**config.mk**
```make
export PLATFORM = sky130hd
export DESIGN_NAME = phy_acc_regctl
export DESIGN_NICKNAME = d
export VERILOG_FILES = /design/src/rtl/phy_acc_pkg.sv /design/src/rtl/phy_acc_cmd.sv /design/src/rtl/phy_acc_stat.sv /design/src/rtl/phy_acc_regctl.sv
export SDC_FILE = /design/constraint.sdc
export NUM_CORES = 1
export LEC_CHECK = 0
export BUFFER_PORTS_ARGS = -buffer_cell sky130_fd_sc_hd__buf_2
export CAP_MARGIN = 40
export CELL_PAD_IN_SITES_DETAIL_PLACEMENT = 0
export CELL_PAD_IN_SITES_GLOBAL_PLACEMENT = 1
export CORE_MARGIN = 2
export CORE_UTILIZATION = 29
export DETAILED_ROUTE_END_ITERATION = 8
export GPL_TIMING_DRIVEN = 0
export PLACE_DENSITY = 0.83
export SETUP_SLACK_MARGIN = 0.2
export SLEW_MARGIN = 10
export SYNTH_ARGS = -nofsm -noshare
export SYNTH_HDL_FRONTEND = slang
export SYNTH_SLANG_ARGS = --single-unit
export TNS_END_PERCENT = 30
```
**constraint.sdc**
```tcl
create_clock -name clk -period 1.15 [get_ports clk]
set_input_delay 0.115 -clock clk [delete_from_list [all_inputs] [get_ports clk]]
set_output_delay 0.115 -clock clk [all_outputs]
set_load 0.02 [all_outputs]
```
**src/rtl/phy_acc_pkg.sv**
```systemverilog
package phy_acc_pkg;
  localparam int DATA_W  = 16;
  localparam int ADDR_W  = 5;
  localparam int WORD_W  = 32;
  localparam int BUS_AW  = 2;
  // access word bit positions (host-visible layout)
  localparam int F_DATA  = 0;
  localparam int F_REG   = F_DATA + DATA_W;
  localparam int F_PHY   = F_REG + ADDR_W;
  localparam int F_WR    = F_PHY + ADDR_W;
  localparam int F_RD    = F_WR + 1;
  localparam int F_DONE  = F_RD + 1;
  // control word bit positions
  localparam int C_EN    = 0;
  localparam int C_BLK   = 1;
  localparam int C_ERR   = 8;
  localparam logic [ADDR_W-1:0] RSVD_PHY = '1;
  localparam logic [BUS_AW-1:0] A_ACC  = 0;
  localparam logic [BUS_AW-1:0] A_CTRL = 1;

  typedef struct packed {
    logic [ADDR_W-1:0] phy;
    logic [ADDR_W-1:0] regn;
    logic [DATA_W-1:0] data;
  } acc_fields_t;
endpackage

```
**src/rtl/phy_acc_cmd.sv**
```systemverilog
module phy_acc_cmd
  import phy_acc_pkg::*;
(
  input  logic              clk,
  input  logic              rst_n,
  input  logic              wr_acc,
  input  logic [WORD_W-1:0] wdata,
  input  logic              eng_done,
  input  logic [DATA_W-1:0] eng_rdata,
  input  logic              eng_rderr,
  output logic              eng_start,
  output logic              is_wr,
  output acc_fields_t       fields,
  output logic              busy,
  output logic              done,
  output logic              rd_err_evt
);
  logic cmd_req, rsvd, upd, launch, finish;

  assign cmd_req = wdata[F_WR] | wdata[F_RD];
  assign rsvd    = (wdata[F_PHY +: ADDR_W] == RSVD_PHY);
  assign upd     = wr_acc && !busy && !(cmd_req && rsvd);
  assign launch  = upd && cmd_req;
  assign finish  = eng_done && busy;
  assign rd_err_evt = finish && !is_wr && eng_rderr;

  always_ff @(posedge clk) begin
    if (!rst_n) begin
      fields    <= '0;
      busy      <= 1'b0;
      done      <= 1'b0;
      is_wr     <= 1'b0;
      eng_start <= 1'b0;
    end else begin
      eng_start <= launch;
      if (finish) begin
        busy <= 1'b0;
        done <= 1'b1;
        if (!is_wr) fields.data <= eng_rdata;
      end
      if (upd) begin
        fields.data <= wdata[F_DATA +: DATA_W];
        fields.regn <= wdata[F_REG +: ADDR_W];
        fields.phy  <= wdata[F_PHY +: ADDR_W];
      end
      if (launch) begin
        busy  <= 1'b1;
        done  <= 1'b0;
        is_wr <= wdata[F_WR];
      end
    end
  end

  AST_START_PULSE: assert property (@(posedge clk) disable iff (!rst_n)
    eng_start |=> !eng_start);
  AST_NO_RSVD_PHY: assert property (@(posedge clk) disable iff (!rst_n)
    eng_start |-> fields.phy != RSVD_PHY);
  AST_DONE_CLEARED: assert property (@(posedge clk) disable iff (!rst_n)
    eng_start |-> (busy && !done));
  AST_FIELDS_HELD: assert property (@(posedge clk) disable iff (!rst_n)
    (busy && $past(busy)) |-> $stable(fields));
endmodule

```
**src/rtl/phy_acc_stat.sv**
```systemverilog
module phy_acc_stat
  import phy_acc_pkg::*;
(
  input  logic              clk,
  input  logic              rst_n,
  input  logic              wr_ctrl,
  input  logic [WORD_W-1:0] wdata,
  input  logic              err_evt,
  output logic              err,
  output logic              err_en,
  output logic              blk_mode,
  output logic              irq
);
  logic clr;
  assign clr = wr_ctrl && wdata[C_ERR];

  always_ff @(posedge clk) begin
    if (!rst_n) begin
      err      <= 1'b0;
      err_en   <= 1'b0;
      blk_mode <= 1'b0;
    end else begin
      if (err_evt)  err <= 1'b1;
      else if (clr) err <= 1'b0;
      if (wr_ctrl) begin
        err_en   <= wdata[C_EN];
        blk_mode <= wdata[C_BLK];
      end
    end
  end

  assign irq = err & err_en;

  AST_ERR_SETS: assert property (@(posedge clk) disable iff (!rst_n)
    err_evt |=> err);
  AST_CLR_DROPS_IRQ: assert property (@(posedge clk) disable iff (!rst_n)
    (clr && !err_evt) |=> !irq);
endmodule

```
**src/rtl/phy_acc_regctl.sv**
```systemverilog
module phy_acc_regctl
  import phy_acc_pkg::*;
(
  input  logic              clk,
  input  logic              rst_n,
  input  logic              bus_valid,
  input  logic              bus_write,
  input  logic [BUS_AW-1:0] bus_addr,
  input  logic [WORD_W-1:0] bus_wdata,
  output logic              rsp_valid,
  output logic              rsp_retry,
  output logic [WORD_W-1:0] rsp_rdata,
  output logic              eng_start,
  output logic              eng_write,
  output logic [ADDR_W-1:0] eng_phy,
  output logic [ADDR_W-1:0] eng_reg,
  output logic [DATA_W-1:0] eng_wdata,
  input  logic              eng_done,
  input  logic [DATA_W-1:0] eng_rdata,
  input  logic              eng_rderr,
  output logic              err_irq
);
  logic        wr_acc, wr_ctrl, rd_req, busy, done, is_wr, rd_err_evt;
  logic        err, err_en, blk_mode, refuse;
  acc_fields_t fields;
  logic [WORD_W-1:0] acc_word, ctrl_word, rd_mux;

  assign wr_acc  = bus_valid && bus_write && (bus_addr == A_ACC);
  assign wr_ctrl = bus_valid && bus_write && (bus_addr == A_CTRL);
  assign rd_req  = bus_valid && !bus_write;

  phy_acc_cmd u_cmd (
    .clk, .rst_n, .wr_acc, .wdata(bus_wdata),
    .eng_done, .eng_rdata, .eng_rderr,
    .eng_start, .is_wr, .fields, .busy, .done, .rd_err_evt
  );

  phy_acc_stat u_stat (
    .clk, .rst_n, .wr_ctrl, .wdata(bus_wdata), .err_evt(rd_err_evt),
    .err, .err_en, .blk_mode, .irq(err_irq)
  );

  assign eng_write = is_wr;
  assign eng_phy   = fields.phy;
  assign eng_reg   = fields.regn;
  assign eng_wdata = fields.data;

  always_comb begin
    acc_word = '0;
    acc_word[F_DATA +: DATA_W] = fields.data;
    acc_word[F_REG +: ADDR_W]  = fields.regn;
    acc_word[F_PHY +: ADDR_W]  = fields.phy;
    acc_word[F_WR]   = busy & is_wr;
    acc_word[F_RD]   = busy & ~is_wr;
    acc_word[F_DONE] = done;
    ctrl_word = '0;
    ctrl_word[C_EN]  = err_en;
    ctrl_word[C_BLK] = blk_mode;
    ctrl_word[C_ERR] = err;
    case (bus_addr)
      A_ACC:   rd_mux = acc_word;
      A_CTRL:  rd_mux = ctrl_word;
      default: rd_mux = '0;
    endcase
  end

  assign refuse = rd_req && (bus_addr == A_ACC) && blk_mode && busy;

  always_ff @(posedge clk) begin
    if (!rst_n) begin
      rsp_valid <= 1'b0;
      rsp_retry <= 1'b0;
      rsp_rdata <= '0;
    end else begin
      rsp_valid <= rd_req;
      rsp_retry <= refuse;
      rsp_rdata <= (rd_req && !refuse) ? rd_mux : '0;
    end
  end

  AST_RETRY_IS_RESPONSE: assert property (@(posedge clk) disable iff (!rst_n)
    rsp_retry |-> (rsp_valid && rsp_rdata == '0));
  AST_NB_NO_RETRY: assert property (@(posedge clk) disable iff (!rst_n)
    (rd_req && !blk_mode) |=> !rsp_retry);
endmodule

```
==> flow_summary_export.csv, run 1 <==
group,metric,value,unit
critical_path,critical_path.startpoint_type,"register",
sta,max_freq,787,MHz
clock_tree,clk_path_buf_depth,2,
drt,drtIter0Drc,24,
critical_path,critPathMaxFanout,7,
die,initial_core_util,29.8,%
synthesis,avgSynthCellArea,10.1,µm²
global_route,grtUsageTotal,15.4,%
critical_path,worstSetupPathType,"reg -> reg",
pwr,finalPower,4.55,mW
sta,final.setup.tns,-2.65,ns
synthesis,ys_seq_area_share,56.0,%
pwr,leakage,1.82,nW
global_route,grt_overflow,0,
clock_tree,clk_pin_slew_worst_paths,0.07,ns
placement,place.gp.congestion,0.762,
sta,worstMarginPinSlew,0.641,ns
pwr,seq_power_share,50.2,%
final_layout,fillCellCount,767,
min_path,hold_class,"in -> reg",
placement,port-buffer-count,110,
final_layout,final_common_cell,"buf_2",
global_route,grt_max_degree,11,
global_route,grt_pass1_wl,10100,µm
critical_path,critPathMaxStageDelay,0.35,ns
sta,fin_ws,-0.121,ns
critical_path,crit_buf_inv,1,
synthesis,synthCells,226,
synthesis,synth_edf_count,0,
sta,hold_violations,0,
critical_path,crit_chain,"and3b_2, o211ai_4, clkbuf_16, o21ai_1, a21oi_1",
die,dieArea,0.00861,mm²
synthesis,async_flop_share,0,%
final_layout,fin_cells,477,
final_layout,drive_above_1_share,50.4,%
clock_tree,cts_tree,"yes",
die,core,0.00769,mm²
critical_path,arrival,1.50,ns
sta,timing.hold.ws,0.0297,ns
pwr,intPower,3.47,mW
sta,post-route-period-util,111,%
pwr,pwr-share-comb,9.8,%
clock_tree,clk_latency,0.33,ns
final_layout,layout_common_cells,"buf_2, dfxtp_1, buf_4, and2_1, a21oi_1",
drt,wl_per_cell,14.1,µm
sta,finClkSkew,0.0105,ns
placement,dpl_cell_area,0.00300,mm²
synthesis,synth-seq-cells,64,
clock_tree,root_buffer,"clkbuf_8",
sta,slew_headroom,57.3,%
synthesis,netlist_area,0.00229,mm²
drt,antenna_left,0,
sta,rsz0062_at_grt,"yes",
clock_tree,htree_levels,3,
die,io_pins,119,
critical_path,cp_top_family,"flip-flops",
sta,maxSlewViolCount,0,
die,die_y,92.8,µm
final_layout,final_area,0.00372,mm²
pwr,p_per_area,1220,mW/mm²
clock_tree,cts_sinks,64,
sta,finalCriticalPeriod,1.27,ns
final_layout,nets,426,
synthesis,synth_cell_types,34,
sta,setup_viol,51,
drt,num_vias,2132,
final_layout,n_antenna_cell,0,
pwr,max-vdd-ir-drop,0.499,mV
clock_tree,cts_buffers,9,
critical_path,crit_required,1.38,ns
global_route,grt_pass1_vias,2040,
synthesis,synthFlopType,"dfxtp_1",
die,die_w,92.8,µm
pwr,p_clk_share,40.1,%
critical_path,endpoint_kind,"register",
synthesis,yosysWarnings,0,
placement,dp_hpwl,4570,µm
drt,via_per_inst,4.47,
critical_path,slowest_stage,"dfxtp_4",
drt,routed_wl,6750,µm
placement,place_inst,440,
die,num_rows,32,
flow_run,cap_violations,0,
pwr,p_switching,1.08,mW
global_route,antenna_found_initial,0,
drt,drc_errors,0,
run_status,violations,"negative setup slack",
run_status,outcome,"complete, but fails checks",
final_layout,area_delta_synth_final,62.7,%
drt,dr.pass1.iters,4,
pwr,switching_share,23.8,%
==> path summary, 6_finish.rpt <==
| check | start | endpoint | slack, ns | cells past startpoint |
|---|---|---|---|---|
| min | bus_wdata[21] | u_cmd.fields[21] | 0.03 | 3 |
| max | u_cmd.busy | u_cmd.fields[14] | -0.12 | 5 |
| min reg2reg | u_cmd.is_wr | rsp_rdata[27] | 0.46 | 1 |
| max reg2reg | u_cmd.busy | u_cmd.fields[14] | -0.12 | 5 |
==> power by group through the flow <==
| stage | Clock, mW | Combinational [mW] | Sequential, mW |
|---|---|---|---|
| global route | 2.01 | 0.480 | 2.29 |
| detailed placement | 0 | 0.353 | 2.33 |
| CTS | 1.89 | 0.408 | 2.28 |
| floorplan | 0 | 0.140 | 2.37 |
| finish | 1.82 | 0.444 | 2.28 |
| global placement | 0 | 0.349 | 2.33 |
==> synth_stat cells, drive strengths merged (2+ instances only) <==
cell | number | area (µm²)
and2 | 27 | 169
clkbuf | 6 | 25.0
nor2 | 4 | 17.5
nand2 | 15 | 58.8
nor2b | 3 | 18.8
buf | 11 | 77.6
inv | 2 | 7.51
o221a | 2 | 22.5
dfxtp | 64 | 1280
nand3 | 17 | 85.1
o21ai | 18 | 90.1
o211ai | 2 | 20.0
nand3b | 4 | 30.0
a21oi | 22 | 114
mux2i | 18 | 180
and3b | 2 | 18.8
==> worst min-delay path, stage by stage <==
cell and delay (ns):
buf_2 0.09, nand3_1 0.06, nand2_1 0.06
==> sequential cells by signal (all words and copies together), names as in the netlist <==
register / count
u_cmd.fields: 26
rsp_valid: 1
rsp_retry: 1
u_cmd.eng_start: 1
u_stat.err_en: 1
u_stat.blk_mode: 1
u_cmd.done: 1
u_stat.err: 1
u_cmd.is_wr: 1
u_cmd.busy: 1
rsp_rdata: 29
==> layer usage <==
layer / wire length, µm / vias up / share of wire (%) / global-route usage, %
met5: 0 / - / 0 / 0
met4: 56 / 0 / 0.83 / 5.02
met3: 428 / 6 / 6.3 / 5.29
met2: 3360 / 73 / 50 / 25.3
met1: 2900 / 993 / 43 / 18.7
li1: - / 1060 / - / -
==> cell type report <==
class	count	area [µm²]	share of cell area (%)
repair buffers	131	946	25.4
well taps	102	128	3.43
plain buffers	17	163	4.37
clock inverters	4	45.0	1.21
inverters	2	7.51	0.202
clock buffers	12	135	3.63
flip-flops and latches	64	1300	34.9
multi-input cells	145	1000	26.9
==> repair_timing <==
item,4_1_cts,5_1_grt
buffers inserted,7,4
gates cloned,2,2
hold endpoints to repair,6,0
hold buffers,6,0
endpoints found under the setup margin,87,109
pin swaps,2,3
gates resized for setup,54,54
==> logic make-up (layout without fill, tap and decap cells) <==
| group | Yosys count | after routing | synth area share (%) |
|---|---|---|---|
| multiplexers | 18 | 18 | 7.88 |
| buffers and inverters | 19 | 166 | 4.81 |
| other | 1 | 3 | 0.164 |
| flip-flops | 64 | 64 | 56.0 |
| AO/OA/AOI/OAI | 47 | 47 | 11.9 |
| AND/OR/NAND/NOR | 77 | 77 | 19.2 |
==> per-stage QoR <==
step / setup WS [ns] / utilization (%)
5_1_grt: -0.175 / 48.4
3_3_place_gp: -0.340 / 39.0
6_report: -0.121 / 48.4
2_1_floorplan: -0.0000207 / -
3_5_place_dp: -0.334 / 39.0
4_1_cts: -0.0858 / 45.1
No activity file was read; power rests on OpenSTA's default activity.
==> run 2: changes to the inputs <==
--- a/config.mk
+++ b/config.mk
@@ -9,6 +9,7 @@
 export CAP_MARGIN = 40
 export CELL_PAD_IN_SITES_DETAIL_PLACEMENT = 0
 export CELL_PAD_IN_SITES_GLOBAL_PLACEMENT = 1
+export CORE_ASPECT_RATIO = 1.1
 export CORE_MARGIN = 2
 export CORE_UTILIZATION = 29
 export DETAILED_ROUTE_END_ITERATION = 8
==> run 2 against run 1 <==
Non-clock buffer count decreased by 1. Largest power group unchanged. Die area about the same. Register-to-register slack worse by 0.04 ns. Via count about the same. The run still ends with negative setup slack left. Clock power is essentially flat. Count of clock-buffer cells in the layout down 2. Core utilization rose by 1.8 points.
==> flow_summary_export.csv, run 2 (synthesis results as in run 1) <==
group,metric,value,unit
sta,worstMarginPinSlew,0.643,ns
die,io_pins,119,
drt,wl_per_cell,14.4,µm
critical_path,crit_chain,"and3b_2, o211ai_4, clkbuf_16, o21ai_2, a21oi_1",
clock_tree,clk_path_buf_depth,2,
run_status,outcome,"complete, but fails checks",
critical_path,critPathMaxFanout,7,
drt,via_per_inst,4.45,
clock_tree,htree_levels,3,
global_route,antenna_found_initial,0,
drt,dr.pass1.iters,4,
sta,finalCriticalPeriod,1.31,ns
drt,antenna_left,0,
global_route,grt_pass1_vias,2074,
global_route,grt_pass1_wl,10300,µm
critical_path,critical_path.startpoint_type,"register",
die,dieArea,0.00861,mm²
clock_tree,clk_pin_slew_worst_paths,0.08,ns
clock_tree,cts_sinks,64,
sta,max_freq,760,MHz
critical_path,worstSetupPathType,"reg -> reg",
placement,place.gp.congestion,0.729,
clock_tree,cts_buffers,9,
sta,maxSlewViolCount,0,
pwr,finalPower,4.58,mW
clock_tree,clk_latency,0.33,ns
clock_tree,cts_tree,"yes",
placement,place_inst,443,
sta,slew_headroom,57.2,%
global_route,use_met3,5.18,%
die,num_rows,33,
pwr,leakage,1.84,nW
pwr,p_per_area,1210,mW/mm²
global_route,grt_most_used_layer,"met2",
final_layout,drive_above_1_share,54.3,%
drt,drtIter0Drc,38,
die,core,0.00756,mm²
global_route,gr-usage-met2,25.3,%
die,initial_core_util,30.3,%
clock_tree,root_buffer,"clkbuf_8",
sta,rsz0062_at_grt,"yes",
drt,num_vias,2131,
final_layout,layout_common_cells,"buf_4, buf_2, dfxtp_1, and2_1, mux2i_1",
final_layout,largest_reg_flops,29,
critical_path,arrival,1.54,ns
global_route,grt_overflow,0,
final_layout,fin_cells,479,
pwr,max-vdd-ir-drop,0.553,mV
global_route,grtUsageTotal,15.6,%
sta,fin_ws,-0.165,ns
critical_path,crit_required,1.38,ns
die,die_y,97.1,µm
placement,dp_hpwl,4550,µm
sta,hold_violations,0,
global_route,grt_max_degree,13,
drt,drc_errors,0,
placement,port-buffer-count,110,
final_layout,fillCellCount,742,
critical_path,crit_buf_inv,1,
critical_path,cp_num_cells,5,
critical_path,endpoint_kind,"register",
drt,routed_wl,6910,µm
critical_path,rr_worst_depth,5,
min_path,hold_depth,3,
sta,finClkSkew,0.00824,ns
sta,setup_viol,54,
die,die_w,88.7,µm
flow_run,cap_violations,0,
final_layout,reg.largest.list,"rsp_rdata: 29 flops, u_cmd.fields: 26 flops",
critical_path,critPathMaxStageDelay,0.36,ns
global_route,use_met1,19.9,%
critical_path,slowest_stage,"dfxtp_4",
run_status,violations,"negative setup slack",
final_layout,regMostFlops,"rsp_rdata",
final_layout,nets,425,
final_layout,area_delta_synth_final,65.7,%
sta,post-route-period-util,114,%
final_layout,n_antenna_cell,0,
critical_path,cp_top_family,"flip-flops",
min_path,hold_class,"in -> reg",
run 2: cell types whose count changed in the layout (fill, tap and decap cells not counted), sizes merged:
cell / delta
bufinv: -1
clkbuf: -2
buf: -1
clkinvlp: +2
clkinv: +1
run 2: area by class of cell:
class | instances | area, µm² | area share, %
plain buffers | 17 | 163 | 4.29
clock buffers | 10 | 149 | 3.93
clock inverters | 6 | 42.5 | 1.12
inverters | 2 | 7.51 | 0.198
multi-input cells | 145 | 1060 | 27.9
flip-flops and latches | 64 | 1300 | 34.2
well taps | 105 | 131 | 3.47
repair buffers | 130 | 945 | 24.9
run 2: final timing paths:
path,from,endpoint,slack [ns]
setup / recovery,u_cmd.busy,u_cmd.fields[14],-0.16
hold / removal,bus_wdata[17],u_cmd.fields[17],0.02
setup reg to reg,u_cmd.busy,u_cmd.fields[14],-0.16
hold reg to reg,u_cmd.fields[18],u_cmd.fields[18],0.47
run 2: layer usage:
layer	wire, µm	part of all wire, %
met1	2960	43
met5	0	0
met3	435	6.3
met4	52	0.75
met2	3460	50
run 2: per-stage QoR:
| step | cell area [µm²] | util [%] | TNS, ns | setup WS, ns | hold WS, ns |
|---|---|---|---|---|---|
| 6_report | 3790 | 50.2 | -4.30 | -0.165 | 0.0206 |
| 3_5_place_dp | 3000 | 39.8 | -9.25 | -0.293 | 0.341 |
| 3_3_place_gp | 3000 | 39.8 | -8.64 | -0.297 | 0.336 |
| 5_1_grt | 3790 | 50.2 | -6.86 | -0.221 | 0.00742 |
| 2_1_floorplan | 2320 | - | -0.0000207 | -0.0000207 | 0.245 |
| 4_1_cts | 3470 | 45.9 | -1.99 | -0.0936 | 0.00461 |
run 2: timing repair:
item	4_1_cts	5_1_grt
buffers inserted	6	3
endpoints found under the setup margin	83	116
hold endpoints to repair	5	1
pin swaps	8	9
cloned	3	2
hold buffers	5	1
gates resized for setup	53	73
run 2: worst reg2reg max path, delay by kind of cell, from the launching register on:
| kind | cells | cell delay, ns |
|---|---|---|
| buf+inv | 1 | 0.22 |
| flops | 1 | 0.36 |
| simple gates | 1 | 0.30 |
| compound gates | 3 | 0.34 |
run 2: report_power, final:
part	internal, mW	switching [mW]	leakage [nW]
combinational	0.224	0.234	1.23
sequential	2.25	0.0301	0.522
clock	0.912	0.932	0.0934
total	3.39	1.20	1.84
